## src/rtl/cop_pkg.sv

```systemverilog
package cop_pkg;

    localparam int          WIN_BITS   = 15;
    localparam logic [14:0] CTRL_OFS   = 15'h6000;
    localparam logic [1:0]  RESP_OKAY  = 2'b00;
    localparam logic [1:0]  RESP_SLV   = 2'b10;
    localparam int          NUM_FLAGS  = 4;
    localparam int          FLAG_LSB   = 12;
    localparam int          SRST_BIT   = 21;

    typedef enum logic [2:0] {
        W_IDLE,
        W_ADDR_HELD,
        W_DATA_HELD,
        W_EXEC,
        W_RESP
    } wr_state_t;

    typedef enum logic {
        R_IDLE,
        R_RESP
    } rd_state_t;

    typedef enum logic [1:0] {
        REG_NONE,
        REG_CTRL,
        REG_RAM
    } region_t;

endpackage

```

## src/rtl/cop_addr_dec.sv

```systemverilog
module cop_addr_dec
    import cop_pkg::*;
#(
    parameter logic [31:0] BASE_ADDR = 32'h4000_0000,
    parameter int          RAM_AW    = WIN_BITS - 2
) (
    input  logic [31:0]       addr,
    output region_t           region,
    output logic [RAM_AW-1:0] ram_word
);

    logic              in_win;
    logic [WIN_BITS-1:0] ofs;

    assign in_win   = (addr[31:WIN_BITS] == BASE_ADDR[31:WIN_BITS]);
    assign ofs      = addr[WIN_BITS-1:0];
    assign ram_word = ofs[WIN_BITS-1:2];

    always_comb begin
        region = REG_NONE;
        if (in_win) begin
            if (ofs[WIN_BITS-1:2] == CTRL_OFS[WIN_BITS-1:2]) begin
                region = REG_CTRL;
            end else if (ofs < CTRL_OFS) begin
                region = REG_RAM;
            end
        end
    end

endmodule

```

## src/rtl/cop_wr_chan.sv

```systemverilog
module cop_wr_chan
    import cop_pkg::*;
(
    input  logic        clk,
    input  logic        rst_n,
    input  logic [31:0] awaddr,
    input  logic        awvalid,
    output logic        awready,
    input  logic [31:0] wdata,
    input  logic [3:0]  wstrb,
    input  logic        wvalid,
    output logic        wready,
    output logic [1:0]  bresp,
    output logic        bvalid,
    input  logic        bready,
    output logic        cmd_fire,
    output logic [31:0] cmd_addr,
    output logic [31:0] cmd_data,
    output logic [3:0]  cmd_strb,
    input  logic        cmd_err
);

    wr_state_t state_q, state_d;
    logic [1:0] resp_q;

    always_ff @(posedge clk or negedge rst_n) begin
        if (!rst_n) begin
            state_q <= W_IDLE;
        end else begin
            state_q <= state_d;
        end
    end

    always_comb begin
        state_d = state_q;
        unique case (state_q)
            W_IDLE: begin
                if (awvalid && wvalid) begin
                    state_d = W_EXEC;
                end else if (awvalid) begin
                    state_d = W_ADDR_HELD;
                end else if (wvalid) begin
                    state_d = W_DATA_HELD;
                end
            end
            W_ADDR_HELD: if (wvalid)  state_d = W_EXEC;
            W_DATA_HELD: if (awvalid) state_d = W_EXEC;
            W_EXEC:      state_d = W_RESP;
            W_RESP:      if (bready)  state_d = W_IDLE;
            default:     state_d = W_IDLE;
        endcase
    end

    always_comb begin
        awready  = (state_q == W_IDLE) || (state_q == W_DATA_HELD);
        wready   = (state_q == W_IDLE) || (state_q == W_ADDR_HELD);
        cmd_fire = (state_q == W_EXEC);
        bvalid   = (state_q == W_RESP);
        bresp    = resp_q;
    end

    always_ff @(posedge clk or negedge rst_n) begin
        if (!rst_n) begin
            cmd_addr <= '0;
            cmd_data <= '0;
            cmd_strb <= '0;
            resp_q   <= RESP_OKAY;
        end else begin
            if (awvalid && awready) cmd_addr <= awaddr;
            if (wvalid && wready) begin
                cmd_data <= wdata;
                cmd_strb <= wstrb;
            end
            if (state_q == W_EXEC) resp_q <= cmd_err ? RESP_SLV : RESP_OKAY;
        end
    end

    AST_B_HOLD: assert property (@(posedge clk) disable iff (!rst_n)
        bvalid && !bready |=> bvalid && $stable(bresp));
    AST_ONE_UPDATE: assert property (@(posedge clk) disable iff (!rst_n)
        cmd_fire |=> !cmd_fire && bvalid);
    AST_NO_ACCEPT_PENDING: assert property (@(posedge clk) disable iff (!rst_n)
        bvalid |-> !awready && !wready);

endmodule

```

## src/rtl/cop_rd_chan.sv

```systemverilog
module cop_rd_chan
    import cop_pkg::*;
(
    input  logic        clk,
    input  logic        rst_n,
    input  logic        arvalid,
    output logic        arready,
    output logic [31:0] rdata,
    output logic [1:0]  rresp,
    output logic        rvalid,
    input  logic        rready,
    input  logic [31:0] rd_word
);

    rd_state_t state_q, state_d;
    logic [31:0] data_q;

    always_ff @(posedge clk or negedge rst_n) begin
        if (!rst_n) begin
            state_q <= R_IDLE;
        end else begin
            state_q <= state_d;
        end
    end

    always_comb begin
        state_d = state_q;
        unique case (state_q)
            R_IDLE: if (arvalid) state_d = R_RESP;
            R_RESP: if (rready)  state_d = R_IDLE;
            default: state_d = R_IDLE;
        endcase
    end

    always_comb begin
        arready = (state_q == R_IDLE);
        rvalid  = (state_q == R_RESP);
        rdata   = data_q;
        rresp   = RESP_OKAY;
    end

    always_ff @(posedge clk or negedge rst_n) begin
        if (!rst_n) begin
            data_q <= '0;
        end else if (arvalid && arready) begin
            data_q <= rd_word;
        end
    end

    AST_R_HOLD: assert property (@(posedge clk) disable iff (!rst_n)
        rvalid && !rready |=> rvalid && $stable(rdata));

endmodule

```

## src/rtl/cop_ctrl_regs.sv

```systemverilog
module cop_ctrl_regs
    import cop_pkg::*;
(
    input  logic                 clk,
    input  logic                 rst_n,
    input  logic                 wr_en,
    input  logic [31:0]          wr_data,
    input  logic [3:0]           wr_strb,
    input  logic [NUM_FLAGS-1:0] events,
    output logic [31:0]          rd_word,
    output logic [7:0]           sel_byte,
    output logic                 start,
    output logic                 exp_mode,
    output logic                 eng_rst,
    output logic                 irq
);

    logic [7:0]           sel_q;
    logic                 start_q;
    logic                 mode_q;
    logic [NUM_FLAGS-1:0] flags_q;
    logic                 srst_cmd;
    logic                 clr_wr;

    assign srst_cmd = wr_en && wr_strb[2] && wr_data[SRST_BIT];
    assign clr_wr   = wr_en && wr_strb[1];

    always_ff @(posedge clk or negedge rst_n) begin
        if (!rst_n) begin
            sel_q   <= '0;
            start_q <= 1'b0;
            mode_q  <= 1'b0;
            flags_q <= '0;
            eng_rst <= 1'b0;
        end else if (srst_cmd) begin
            sel_q   <= '0;
            start_q <= 1'b0;
            mode_q  <= 1'b0;
            flags_q <= '0;
            eng_rst <= 1'b1;
        end else begin
            eng_rst <= 1'b0;
            if (wr_en && wr_strb[3]) sel_q <= wr_data[31:24];
            if (wr_en && wr_strb[2]) begin
                start_q <= wr_data[23];
                mode_q  <= wr_data[22];
            end
            if (clr_wr) begin
                flags_q <= (flags_q & wr_data[FLAG_LSB+NUM_FLAGS-1:FLAG_LSB]) | events;
            end else begin
                flags_q <= flags_q | events;
            end
        end
    end

    always_comb begin
        rd_word = '0;
        rd_word[31:24] = sel_q;
        rd_word[23]    = start_q;
        rd_word[22]    = mode_q;
        rd_word[FLAG_LSB+NUM_FLAGS-1:FLAG_LSB] = flags_q;
        sel_byte = sel_q;
        start    = start_q;
        exp_mode = mode_q;
        irq      = |flags_q;
    end

    for (genvar i = 0; i < NUM_FLAGS; i++) begin : g_flag_chk
        AST_SET_WINS: assert property (@(posedge clk) disable iff (!rst_n)
            events[i] && !srst_cmd |=> rd_word[FLAG_LSB+i]);
        AST_STICKY: assert property (@(posedge clk) disable iff (!rst_n)
            rd_word[FLAG_LSB+i] && !clr_wr && !srst_cmd |=> rd_word[FLAG_LSB+i]);
    end

    AST_SRST_PULSE: assert property (@(posedge clk) disable iff (!rst_n)
        eng_rst |=> !eng_rst);
    AST_SRST_CLEARS: assert property (@(posedge clk) disable iff (!rst_n)
        eng_rst |-> !irq && (rd_word == 32'h0));

endmodule

```

## src/rtl/cop_ctrl_slave.sv

```systemverilog
module cop_ctrl_slave
    import cop_pkg::*;
#(
    parameter logic [31:0] BASE_ADDR = 32'h4000_0000,
    parameter int          RAM_AW    = WIN_BITS - 2
) (
    input  logic              clk,
    input  logic              rst_n,
    input  logic [31:0]       awaddr,
    input  logic              awvalid,
    output logic              awready,
    input  logic [31:0]       wdata,
    input  logic [3:0]        wstrb,
    input  logic              wvalid,
    output logic              wready,
    output logic [1:0]        bresp,
    output logic              bvalid,
    input  logic              bready,
    input  logic [31:0]       araddr,
    input  logic              arvalid,
    output logic              arready,
    output logic [31:0]       rdata,
    output logic [1:0]        rresp,
    output logic              rvalid,
    input  logic              rready,
    input  logic              ev_ready,
    input  logic              ev_mem_err,
    input  logic              ev_fifo_full,
    input  logic              ev_push_err,
    output logic [1:0]        pipe_sel,
    output logic [1:0]        dest_op,
    output logic [1:0]        x_op,
    output logic [1:0]        y_op,
    output logic              start,
    output logic              exp_mode,
    output logic              eng_rst,
    output logic              irq,
    output logic              ram_we,
    output logic [RAM_AW-1:0] ram_waddr,
    output logic [31:0]       ram_wdata
);

    logic              cmd_fire;
    logic [31:0]       cmd_addr;
    logic [31:0]       cmd_data;
    logic [3:0]        cmd_strb;
    logic              cmd_err;
    region_t           wr_region;
    region_t           rd_region;
    logic [RAM_AW-1:0] wr_word;
    logic [RAM_AW-1:0] rd_word_unused;
    logic [31:0]       ctrl_word;
    logic [31:0]       rd_word;
    logic [7:0]        sel_byte;
    logic              full_word;

    cop_addr_dec #(.BASE_ADDR(BASE_ADDR), .RAM_AW(RAM_AW)) i_wr_dec (
        .addr(cmd_addr), .region(wr_region), .ram_word(wr_word)
    );

    cop_addr_dec #(.BASE_ADDR(BASE_ADDR), .RAM_AW(RAM_AW)) i_rd_dec (
        .addr(araddr), .region(rd_region), .ram_word(rd_word_unused)
    );

    cop_wr_chan i_wr (
        .clk(clk), .rst_n(rst_n),
        .awaddr(awaddr), .awvalid(awvalid), .awready(awready),
        .wdata(wdata), .wstrb(wstrb), .wvalid(wvalid), .wready(wready),
        .bresp(bresp), .bvalid(bvalid), .bready(bready),
        .cmd_fire(cmd_fire), .cmd_addr(cmd_addr), .cmd_data(cmd_data),
        .cmd_strb(cmd_strb), .cmd_err(cmd_err)
    );

    assign full_word = (cmd_strb == 4'hF);
    assign cmd_err   = (wr_region == REG_RAM) && !full_word;
    assign ram_we    = cmd_fire && (wr_region == REG_RAM) && full_word;
    assign ram_waddr = wr_word;
    assign ram_wdata = cmd_data;

    cop_ctrl_regs i_regs (
        .clk(clk), .rst_n(rst_n),
        .wr_en(cmd_fire && (wr_region == REG_CTRL)),
        .wr_data(cmd_data), .wr_strb(cmd_strb),
        .events({ev_ready, ev_mem_err, ev_fifo_full, ev_push_err}),
        .rd_word(ctrl_word), .sel_byte(sel_byte),
        .start(start), .exp_mode(exp_mode), .eng_rst(eng_rst), .irq(irq)
    );

    assign pipe_sel = sel_byte[7:6];
    assign dest_op  = sel_byte[5:4];
    assign x_op     = sel_byte[3:2];
    assign y_op     = sel_byte[1:0];
    assign rd_word  = (rd_region == REG_CTRL) ? ctrl_word : 32'h0;

    cop_rd_chan i_rd (
        .clk(clk), .rst_n(rst_n),
        .arvalid(arvalid), .arready(arready),
        .rdata(rdata), .rresp(rresp), .rvalid(rvalid), .rready(rready),
        .rd_word(rd_word)
    );

    AST_RAM_OKAY: assert property (@(posedge clk) disable iff (!rst_n)
        ram_we |=> bvalid && (bresp == RESP_OKAY));
    AST_SLVERR_NO_WRITE: assert property (@(posedge clk) disable iff (!rst_n)
        bvalid && !$past(bvalid) && (bresp == RESP_SLV) |-> !$past(ram_we));

endmodule

```

## config.mk

```make
export PLATFORM = sky130hd
export DESIGN_NAME = cop_ctrl_slave
export DESIGN_NICKNAME = d
export VERILOG_FILES = /design/src/rtl/cop_pkg.sv /design/src/rtl/cop_addr_dec.sv /design/src/rtl/cop_wr_chan.sv /design/src/rtl/cop_rd_chan.sv /design/src/rtl/cop_ctrl_regs.sv /design/src/rtl/cop_ctrl_slave.sv
export SDC_FILE = /design/constraint.sdc
export NUM_CORES = 1
export LEC_CHECK = 0
export BUFFER_PORTS_ARGS = -buffer_cell sky130_fd_sc_hd__buf_4
export CELL_PAD_IN_SITES_DETAIL_PLACEMENT = 0
export CELL_PAD_IN_SITES_GLOBAL_PLACEMENT = 2
export CORE_MARGIN = 3
export CORE_UTILIZATION = 30
export DETAILED_ROUTE_END_ITERATION = 8
export HOLD_SLACK_MARGIN = 0.15
export PLACE_DENSITY = 0.81
export SLEW_MARGIN = 10
export SYNTH_ARGS = -nofsm -noshare
export SYNTH_HDL_FRONTEND = slang
export SYNTH_HIERARCHICAL = 1
export SYNTH_SLANG_ARGS = --single-unit
```

## constraint.sdc

```tcl
create_clock -name clk -period 3.1 [get_ports clk]
set_input_delay 0.465 -clock clk [delete_from_list [all_inputs] [get_ports clk]]
set_output_delay 0.465 -clock clk [all_outputs]
set_load 0.01 [all_outputs]
```

# Yosys cells after proc, flatten, opt, wreduce, memory -nomap -nowiden
# Index checks and enable logic that the tools add are counted.
word_totals:
  mem_bits_rw: 0
  out_inout_bits: 99
  word_cells: 81
  mem_bits_ro: 0
  mem_count: 0
  ff_bits: 121
  latch_bits: 0
op_classes:
  n_reduce_logical: 20
  n_mul: 0
  div: 0
  n_bitwise: 4
  shifts: 0
  n_addsub: 0
  n_mux: 27
  eq_ne: 16
  order_cmp: 2
ops:
  columns: ["operator", "n"]
  rows:
  - ["== test 17 x 16 -> 1 bit, second input constant", 2]
  - ["2-to-1 mux 32 bit", 1]
  - ["< comparator 15 bit, second input constant", 2]
  - ["== test 13 bit, second input constant", 2]
  - ["2-to-1 mux 3 bit", 6]
  - ["2-to-1 mux 8 bit", 2]
  - ["one-hot mux 3 bit (5 select lines)", 1]
  - ["2-to-1 mux 2 bit", 7]
  - ["logical AND 1 bit", 12]
  - ["2-to-1 mux 4 bit", 2]
  - ["OR 4 bit", 2]
  - ["2-to-1 mux 1 bit", 7]
  - ["== test 3 x 2 -> 1 bit, second input constant", 2]
  - ["bitwise AND 4 bit", 1]
  - ["== test 2 x 1 -> 1 bit, second input constant", 2]
  - ["== test 4 bit, second input constant", 1]
  - ["!= test 2 bit, second input constant", 2]
  - ["!= test 4 x 3 -> 1 bit, second input constant", 1]
  - ["AND reduction 4 bit", 1]
  - ["nonzero test 2 bit", 2]
  - ["OR reduction 4 bit", 1]
  - ["== test 3 x 1 -> 1 bit, second input constant", 1]
  - ["== test 3 bit, second input constant", 1]
  - ["logical NOT 3 bit", 1]
  - ["other kinds (6)", 7]

# Longest topological paths before layout
depth:
  depth_word: 9
  ltp_mapped: 7
  depth_no_buf: 6

# Hierarchy
# The synthesis kept the hierarchy.
modules_own_cells:
  columns: ["module", "area_each_um2", "cells_each", "seq_area_each_um2", "instances"]
  rows:
  - ["cop_wr_chan", 2790.2, 168, 1801.7, 1]
  - ["cop_rd_chan", 1376.3, 75, 825.8, 1]
  - ["cop_ctrl_regs", 958.4, 92, 375.4, 1]
  - ["cop_addr_dec", 180.2, 27, 0.0, 2]
  - ["cop_ctrl_slave", 309.0, 40, 0.0, 1]

# Worst setup path after synthesis
# No wires, ideal clock.
synth_path:
  path_kind: "input to register"
  startpoint: "input araddr[16]"
  endpoint: "register i_rd.data_q[22] (netlist: i_rd/rdata[22])"
  t_required_ps: 2975
  path_stages: 7
  path_slack_ps: 1106
  n_path_buf: 1
  arrival_time_ps: 1869
  path_cell_list: "nor4_1 nand4_1 a211oi_1 nor2b_4 buf_6 and2_2 mux2_4"
synth_between:
  elab_chain_len: 4
synth_lines:
  columns: ["item", "line_no", "rtl"]
  rows:
  - ["start: declaration", "cop_ctrl_slave.sv:19", "input logic [31:0] araddr,"]
  - ["== test 17 x 16 -> 1 bit", "cop_addr_dec.sv:15", "assign in_win = (addr[31:WIN_BITS] == BASE_ADDR[31:WIN_BITS]);"]
  - ["2-to-1 mux 2 bit", "cop_addr_dec.sv:21", "if (in_win) begin"]
  - ["net rd_region[1]", "cop_ctrl_slave.sv:49", "region_t rd_region;"]
  - ["== test 2 x 1 -> 1 bit", "cop_ctrl_slave.sv:93", "assign rd_word = (rd_region == REG_CTRL) ? ctrl_word : 32'h0;"]
  - ["2-to-1 mux 32 bit", "cop_ctrl_slave.sv:93", null]
  - ["net rd_word[22]", "cop_ctrl_slave.sv:53", "logic [31:0] rd_word;"]
  - ["end signal: assignment", "cop_rd_chan.sv:46", "data_q <= rd_word;"]
  - ["end: declaration", "cop_rd_chan.sv:16", "logic [31:0] data_q;"]
# The timed path passes the listed nets, and every way through them passes these cells.
# A chain may end at the register's enable or synchronous reset.

# Worst setup path in the final report
layout_path:
  startpoint: "register i_wr.cmd_addr[19]"
  endpoint: "output ram_we"
layout_between:
  elab_chain_len: 5
layout_lines:
  columns: ["item", "line_no", "rtl"]
  rows:
  - ["start: declaration", "cop_wr_chan.sv:17", "output logic [31:0] cmd_addr,"]
  - ["start signal: assignment", "cop_wr_chan.sv:69", "if (awvalid && awready) cmd_addr <= awaddr;"]
  - ["== test 17 x 16 -> 1 bit", "cop_addr_dec.sv:15", null]
  - ["2-to-1 mux 2 bit", "cop_addr_dec.sv:21", null]
  - ["net wr_region[0]", "cop_ctrl_slave.sv:48", "region_t wr_region;"]
  - ["== test 2 bit", "cop_ctrl_slave.sv:76", "assign ram_we = cmd_fire && (wr_region == REG_RAM) && full_word;"]
  - ["logical AND 1 bit (2 in a row)", "cop_ctrl_slave.sv:76", null]
  - ["end: declaration", "cop_ctrl_slave.sv:38", "output logic ram_we,"]
# The timed path passes the listed nets, and every way through them passes these cells.

==> flow_metrics.env <==
export IMPL_required_ns=2.63
export IMPL_drive_gt1_frac=0.622
export IMPL_cp_start_kind="flop"
export IMPL_rsz0062_at_grt="false"
export IMPL_grt_ovfl_total=0
export IMPL_cts_buffers=17
export IMPL_grt_use_total=0.136
export IMPL_cp_arrival_ns=2.18
export IMPL_grt_antenna_before_repair=0
export IMPL_rr_startpoint="i_wr/cmd_addr[19]"
export IMPL_final_setup_tns_ns=0
export IMPL_grt_pass1_vias=4036
export IMPL_core_sq_um=18200
export IMPL_clk_latency_ns=0.41
export IMPL_gp_congestion=0.717
export IMPL_total_power_uw=6110
export IMPL_fmax_mhz=378
export IMPL_r2r_cells=7
export IMPL_p_leak_uw=0.00366
export IMPL_cts_max_path_buffers=2
export IMPL_ioPinCount=210
export IMPL_hp_class="input port to flop"
export IMPL_cts_tree="yes"
export IMPL_worst_pin_slew_ns=0.671
export IMPL_drt_antenna_violating_nets=0
export IMPL_status="complete, no violations"
export IMPL_holdPathEnd="i_rd/rvalid"
export IMPL_hold_viol_final=0
export IMPL_slew_viol_final=0
export IMPL_pwr_density_cell_nw_per_um2=801
export IMPL_antenna_cells=0
export IMPL_r2r_slack_ns=0.75
export IMPL_met3_length_microns=1420
export IMPL_whs_path_depth=2
export IMPL_clkSlewWorstSetupHoldPaths_ns=0.06
export IMPL_finalSetupViolCount=0
export IMPL_chipWidth_microns=143
export IMPL_worstHoldStart="rready"
export IMPL_dpl_hpwl_microns=9980
export IMPL_fin_crit_sh=0.853
export IMPL_nNetsFinal=706
export IMPL_syn_area_per_cell_sq_um=13.7
export IMPL_clock_root_buffer="clkbuf_16"
export IMPL_numPortBuffers=202
export IMPL_drt_total_wl_microns=13600
export IMPL_drc=0
export IMPL_drt_vias_per_instance=4.42
export IMPL_synthCells=412
export IMPL_wl_per_cell_microns=16.3
export IMPL_initialDrtViolationCount=58
export IMPL_h_tree_depth=4
export IMPL_peakVddDrop_mv=0.533
export IMPL_cp_max_fo=3
export IMPL_grt_max_degree=48
export IMPL_period_needed_ns=2.64
export IMPL_start_util=0.309
export IMPL_met1_length_microns=5430
export IMPL_max_slew_margin_rel=0.553
export IMPL_critPathKind="flop to output pin"
export IMPL_synthToLayoutAreaGrowth_pct=35.6
export IMPL_critPathCaptureType="output pin"
export IMPL_r2r_end="i_regs/flags_q[2]"
export IMPL_syn_area_sq_um=5620
export IMPL_dr_pass1_iters=4
export IMPL_numClockSinks=118
export IMPL_skew_ns=0.00723
export IMPL_yosys_warnings=6
export IMPL_num_vias=3697
export IMPL_die_y_microns=143
export IMPL_routed_top_layer="met4"
export IMPL_maxCapViolations=0
export IMPL_grt_pass1_wl_microns=21200
export IMPL_die_area_sq_um=20400
export IMPL_rows=49
export IMPL_dr_wl_met2_microns=6620
## worst max-delay path: stages (launching register included)
cell and delay, ns:
dfrtp_1 0.37, nor4_1 0.34, nand4_1 0.24, nor4_2 0.41, and4b_1 0.25, buf_4 0.15
## report_power, final
group	total (uW)	internal (uW)	switching [uW]	leakage [uW]
clock network	1970	1260	716	0.000275
logic	1720	1030	685	0.00192
registers	2410	2010	404	0.00147
## per-layer routing
layer,vias to the layer above,global-route usage
met4,0,0.0390
met2,163,0.226
met3,12,0.0687
met1,1786,0.153
li1,1736,-
met5,-,0
## flip-flops by register name (all words and copies together) (netlist names)
register         cells
i_regs/exp_mode      1
i_wr/cmd_addr       30
i_regs/eng_rst       1
i_wr/state_q         3
i_regs/flags_q       4
i_regs/sel_byte      8
i_rd/rvalid          1
i_rd/rdata          32
i_wr/bresp           1
i_wr/cmd_strb        4
i_wr/cmd_data       32
i_regs/start         1
## cells in the final DEF, fill, tap and decap left out, types with 3 or more instances in the layout
cell          n
nand2_1       6
nand3_1      10
bufinv_16     3
nor4_1       10
and2_2       21
a21bo_2       6
a21oi_1       8
clkinv_2      4
mux2_4       29
nor3_1        5
buf_4       209
clkinvlp_4    5
and4bb_1      3
mux2_2       71
and2_1       11
inv_1         3
nor2_1       10
clkbuf_16    17
conb_1       21
dfrtp_1     118
nand2b_1      4
## through the flow
| step | worst slack (ns) | area (sq um) | instances | util | hold WS [ns] |
|---|---|---|---|---|---|
| 2_1_floorplan | 1.11 | 5690 | 430 | - | 0.169 |
| 6_report | 0.456 | 7630 | 837 | 0.419 | 0.237 |
| 5_1_grt | 0.298 | 7630 | 837 | 0.419 | 0.227 |
| 4_1_cts | 0.434 | 7630 | 837 | 0.419 | 0.211 |
| 3_5_place_dp | 0.754 | 7030 | 804 | 0.386 | 0.484 |
| 3_3_place_gp | 0.779 | 7030 | 804 | 0.386 | 0.472 |
## layout make-up
class,count,area [sq um]
inverters,3,11.3
well taps,229,287
clock inverters,13,156
flip-flops and latches,118,2950
multi-input cells,244,2190
fillers,1746,10600
clock buffers,19,433
repair buffers,211,1600
## what timing repair did
action                                 CTS  global route
endpoints found under the hold margin   44             0
hold buffers                             1             0
buffers inserted                         0             0
resized for setup                        0             0
## how the worst max path moves through the flow
| stage | start | end | slack [ns] |
|---|---|---|---|
| 6_report | i_wr/cmd_addr[19] | ram_we | 0.46 |
| 5_1_grt | i_wr/cmd_addr[19] | ram_we | 0.30 |
| 4_1_cts | i_wr/cmd_addr[16] | ram_we | 0.43 |
| 3_5_place_dp | i_wr/cmd_addr[16] | i_regs/flags_q[2] | 0.75 |
| 3_3_place_gp | i_wr/cmd_addr[16] | i_regs/flags_q[2] | 0.78 |
| 2_1_floorplan | araddr[16] | i_rd/rdata[22] | 1.11 |
Power figures use the tool's default switching activity.
